File: config.mk
export PLATFORM = sky130hd
export DESIGN_NAME = tbl_window
export DESIGN_NICKNAME = d
export VERILOG_FILES = /design/src/rtl/tbl_window.sv
export SDC_FILE = /design/constraint.sdc
export NUM_CORES = 2
export LEC_CHECK = 0
export CORE_MARGIN = 2
export CORE_UTILIZATION = 57
export DETAILED_ROUTE_END_ITERATION = 10
export PLACE_DENSITY = 0.76
export SLEW_MARGIN = 20
export SYNTH_ARGS = -nofsm -noshare
export SYNTH_HDL_FRONTEND = slang
export SYNTH_MEMORY_MAX_BITS = 65536
export SYNTH_SLANG_ARGS = --single-unit
File: constraint.sdc
create_clock -name clk -period 5.19 [get_ports clk]
set_input_delay 0.7785 -clock clk [delete_from_list [all_inputs] [get_ports clk]]
set_output_delay 0.7785 -clock clk [all_outputs]
set_load 0.02 [all_outputs]
File: src/rtl/tbl_window.sv
module tbl_window #(
  parameter int N_ENTRIES = 64,
  parameter logic [7:0] VER_MAJOR = 8'h01,
  parameter logic [7:0] VER_MINOR = 8'h04
) (
  input  logic        clk,
  input  logic        rst_n,
  input  logic        bus_wr,
  input  logic [7:0]  bus_addr,
  input  logic [31:0] bus_wdata,
  output logic [31:0] bus_rdata
);
  localparam int IW = $clog2(N_ENTRIES);
  localparam int EW = 68;
  localparam logic [IW-1:0] LAST = IW'(N_ENTRIES - 1);
  localparam logic [7:0] A_VER = 8'h00, A_GCTL = 8'h08, A_TCMD = 8'h20;
  localparam logic [7:0] A_W0 = 8'h34, A_W1 = 8'h38, A_W2 = 8'h3C;

  logic [EW-1:0] tbl [N_ENTRIES];
  logic [3:0]    stg0;
  logic [31:0]   stg1, stg2;
  logic          en_q, age_q, clr_act, rd_pend;
  logic [IW-1:0] clr_ptr, rd_idx;
  logic [29:0]   tcmd_q;

  wire tcmd_hit = bus_wr && bus_addr == A_TCMD && !clr_act;
  wire idx_ok   = 32'(bus_wdata[15:0]) < N_ENTRIES;
  wire do_put   = tcmd_hit && idx_ok && bus_wdata[31];
  wire do_get   = tcmd_hit && idx_ok && !bus_wdata[31];
  wire [IW-1:0] cmd_idx = bus_wdata[IW-1:0];
  wire gctl_wr  = bus_wr && bus_addr == A_GCTL;

  always_ff @(posedge clk) begin
    if (do_put) tbl[cmd_idx] <= {stg0, stg1, stg2};
    else if (clr_act) tbl[clr_ptr][61:60] <= 2'b00;
  end

  always_ff @(posedge clk or negedge rst_n) begin
    if (!rst_n) begin
      stg0 <= '0;
      stg1 <= '0;
      stg2 <= '0;
    end else if (rd_pend) begin
      {stg0, stg1, stg2} <= tbl[rd_idx];
    end else if (bus_wr) begin
      if (bus_addr == A_W0) stg0 <= bus_wdata[3:0];
      if (bus_addr == A_W1) stg1 <= bus_wdata;
      if (bus_addr == A_W2) stg2 <= bus_wdata;
    end
  end

  always_ff @(posedge clk or negedge rst_n) begin
    if (!rst_n) begin
      en_q    <= 1'b0;
      age_q   <= 1'b0;
      clr_act <= 1'b0;
      clr_ptr <= '0;
    end else begin
      if (gctl_wr) begin
        en_q  <= bus_wdata[31];
        age_q <= bus_wdata[29];
      end
      if (clr_act) begin
        if (clr_ptr == LAST) clr_act <= 1'b0;
        else clr_ptr <= clr_ptr + 1'b1;
      end else if (gctl_wr && bus_wdata[30]) begin
        clr_act <= 1'b1;
        clr_ptr <= '0;
      end
    end
  end

  always_ff @(posedge clk or negedge rst_n) begin
    if (!rst_n) begin
      rd_pend <= 1'b0;
      rd_idx  <= '0;
      tcmd_q  <= '0;
    end else begin
      rd_pend <= do_get;
      if (do_get) rd_idx <= cmd_idx;
      if (do_put || do_get) tcmd_q <= bus_wdata[29:0];
    end
  end

  always_comb begin
    case (bus_addr)
      A_VER:   bus_rdata = {16'h0, VER_MAJOR, VER_MINOR};
      A_GCTL:  bus_rdata = {en_q, clr_act, age_q, 29'h0};
      A_TCMD:  bus_rdata = {1'b0, rd_pend, tcmd_q};
      A_W0:    bus_rdata = {28'h0, stg0};
      A_W1:    bus_rdata = stg1;
      A_W2:    bus_rdata = stg2;
      default: bus_rdata = 32'h0;
    endcase
  end
endmodule

==> summary.md <==
| Metric | Value |
|---|---|
| CP max FO | `7` |
| Period utilization | `~97%` |
| # DRC | `0` |
| DR iter-0 viols | `approximately 17000` |
| Final hold vios | `0` |
| Placement Setup Slack | `about 360 ps` |
| Seq/Total Area, Yosys | `between 70 and 80%` |
| Clock Pin Slew Worst Setup and Hold Paths | `roughly 60 ps` |
| Reg2Reg Depth | `6` |
| Critical Path Start Type | `input port` |
| Cell with the most instances after synthesis | `edfxtp_1` |
| Worst EP arrival | `around 4300 ps` |
| Top post-synthesis cells by count | `edfxtp_1 (4352), mux4_2 (1056), mux2i_1 (353)` |
| Chip height | `552 µm` |
| Most used DFF post-synth | `edfxtp_1` |
| Min-Delay Path Class | `in -> async` |
| Yosys reg bits | `4466` |
| Post-synthesis async set-or-reset flop share | `~2.6%` |
| # rows | `~200` |
| Placeable Area | `around 300000 µm²` |
| Worst-Margin Slew | `~1300 ps` |
| Syn. warnings | `0` |
| Maximum vdd ir drop | `between 0.3 and 0.4 mV` |
| Syn avg cell area | `22.5 µm²` |
| CTS H-tree lvls | `5` |
| Clock root cell | `clkbuf_16` |
| PortBufs | `74` |
| Die Wd | `roughly 550 µm` |
| PostCTS Resize Cnt | `0` |
| Setup slack after layout | `158 ps` |
| DR vias | `a little over 90000` |
| Final setup vio count | `0` |
| WL per Instance | `between 40 and 50 µm` |
| CTS Buf Count | `426` |
| Post-synthesis cell type count | `60` |
| Tot Pwr | `~0.073 W` |
| Leak Pwr | `approximately 59 nW` |
| Initial antenna violation count | `42` |
| Outcome | `complete, no violations` |
| First drt pass iteration count | `10` |
| Post-synth EDFFs | `between 4000 and 5000` |
| Nets | `8184` |
| Mapped Cells | `7611` |
| Worst-skew pair later-pin latency | `1040 ps` |
| Initial Util | `57.2%` |
| Gr usage total | `between 30 and 40%` |
| Final GP Congestion | `between 0.9 and 1` |
| Global-route wire length before repair | `slightly above 700 mm` |
| Crit Reg-Reg Endpoint | `tbl[8][66]` |
| Total Die Area | `305000 µm²` |
| RSZ-0062 raised after global routing | `no` |
| Crit Path Category | `in -> out` |
| Max-Slew Margin vs Limit | `approximately 11%` |
| Dpl hpwl | `between 300 and 400 mm` |
| Final min period | `approximately 5000 ps` |
| Syn Nets | `about 7700` |
| Share of the synthesized area in the top cell type | `76.3%` |
| CTS sink cnt | `approximately 4500` |
| Cell taking the most area after synthesis | `edfxtp_1` |
| Slew Limit Fails | `0` |
| Area contributors post-synth | `edfxtp_1 (76%), mux4_2 (14%), mux2i_1 (2.1%)` |
| Deepest clock path buffer count | `4` |
| TritonCTS clock tree | `yes` |
| Reg-to-reg setup timing slack | `890 ps` |
| Area Overhead vs Synth | `14.3%` |
| Routed Antenna Nets | `0` |
| Boundary Pins | `75` |
| R2R Path Start | `clr_act` |
| Total Wirelength | `~520 mm` |
| Overflow after GRT | `0` |
| Pwr per Cell Area | `~370 nW/µm²` |
| Final clock skew | `101 ps` |
| Crit path from | `bus_addr[7]` |
| Largest net degree at the start of global routing | `just over 100` |
| CP Capture Point | `bus_rdata[2]` |
| Timing-limited maximum frequency | `0.199 GHz` |
| Vias per cell | `approximately 7.3` |
| Total of max-cap violations | `0` |
| Ratio of cells with drive above 1 in the final layout | `about 29%` |
| Critical Path RT | `roughly 4400 ps` |
| CP Capture Type | `output pin` |
| Vias in the first global route | `~90000` |
| Synth Cell Area | `171000 µm²` |
## worst max-delay path: stages
cell,delay [ps]
clkdlybuf4s50_1,390
or4_1,710
or4_1,580
buf_4,240
o21ai_0,640
buf_4,320
a221o_1,410
buf_12,170
## how the worst min path moves through the flow
stage	from	end	slack, ps	depth (start not counted)
after floorplan	en_q	en_q	450	2
after global placement	tcmd_q[8]	tcmd_q[8]	470	2
after detailed placement	tcmd_q[25]	tcmd_q[25]	500	1
after CTS	rst_n	tcmd_q[23]	360	2
after global routing	rst_n	tcmd_q[13]	410	2
final	rst_n	tcmd_q[13]	300	2
## sequential cells by signal, summed over array words and instances (netlist names)
register  flops
tbl        4352
stg1         32
stg2         32
tcmd_q       30
clr_ptr       6
rd_idx        6
stg0          4
age_q         1
clr_act       1
en_q          1
rd_pend       1
## what timing repair did
item / 4_1_cts / 5_1_grt
endpoints found under the hold margin: 61 / 0
setup buffers: 0 / 0
hold buffers: 1 / 0
## cell type report
type | instances | area (µm²)
Clock inverter | 246 | 2750
Fill cell | 18000 | 103000
Multi-Input combinational cell | 2670 | 36800
Clock buffer | 539 | 11300
Tap cell | 3958 | 4950
Antenna cell | 23 | 57.6
Timing Repair Buffer | 535 | 6260
Sequential cell | 4466 | 134000
Inverter | 41 | 158
## cell families (layout without fill, tap and decap cells)
| family | after synthesis | after routing | share of synthesized area [%] |
|---|---|---|---|
| AO/OA/AOI/OAI | 599 | 599 | 2.55 |
| multiplexers | 1526 | 1526 | 16.7 |
| other | 0 | 23 | 0 |
| XOR/XNOR | 2 | 2 | 0.0102 |
| flip-flops | 4466 | 4466 | 78.0 |
| AND/OR/NAND/NOR | 542 | 542 | 1.53 |
| buffers and inverters | 475 | 1361 | 1.20 |
| adder cells (fa/ha/maj) | 1 | 1 | 0.00731 |
## power by group
group | internal, W | leakage (nW) | switching, W
combinational | 0.000242 | 12.7 | 0.00128
clock | 0.0176 | 6.81 | 0.0138
sequential | 0.0400 | 39.5 | 0.000111
total | 0.0579 | 59.0 | 0.0152
## metal layers
metal	vias up	share of wire (%)	global-route usage [%]	wire length (µm)
met5	-	0.040	0	208
met2	8707	45	50.0	234000
met3	1748	14	10.2	74900
li1	33500	-	-	-
met1	47100	32	43.8	167000
met4	30	8.3	23.0	42800
## stage by stage
| step | area (µm²) | utilization [%] | setup TNS, ps | hold slack [ps] | std cells |
|---|---|---|---|---|---|
| 2_1_floorplan | 171000 | - | -3030380 | 451 | 7611 |
| 3_3_place_gp | 181000 | 60.6 | 0 | 475 | 11700 |
| 3_5_place_dp | 182000 | 60.7 | 0 | 496 | 11700 |
| 4_1_cts | 196000 | 65.4 | 0 | 363 | 12400 |
| 5_1_grt | 196000 | 65.4 | 0 | 413 | 12500 |
| 6_report | 196000 | 65.4 | 0 | 299 | 12500 |
## placed cells by master, fill, tap and decap left out, types with 71 or more instances in the layout
cell type  instances
o21ai_0           86
mux2_2           117
dfrtp_1          106
clkinv_1          92
mux2i_1          352
mux4_2          1056
nor2_1           136
buf_12           163
clkbuf_1          94
nand2_1           98
clkinv_2          71
edfxtp_1        4352
o22ai_1          169
clkbuf_16        429
buf_4            315
No activity file was read; power rests on OpenSTA's default activity.
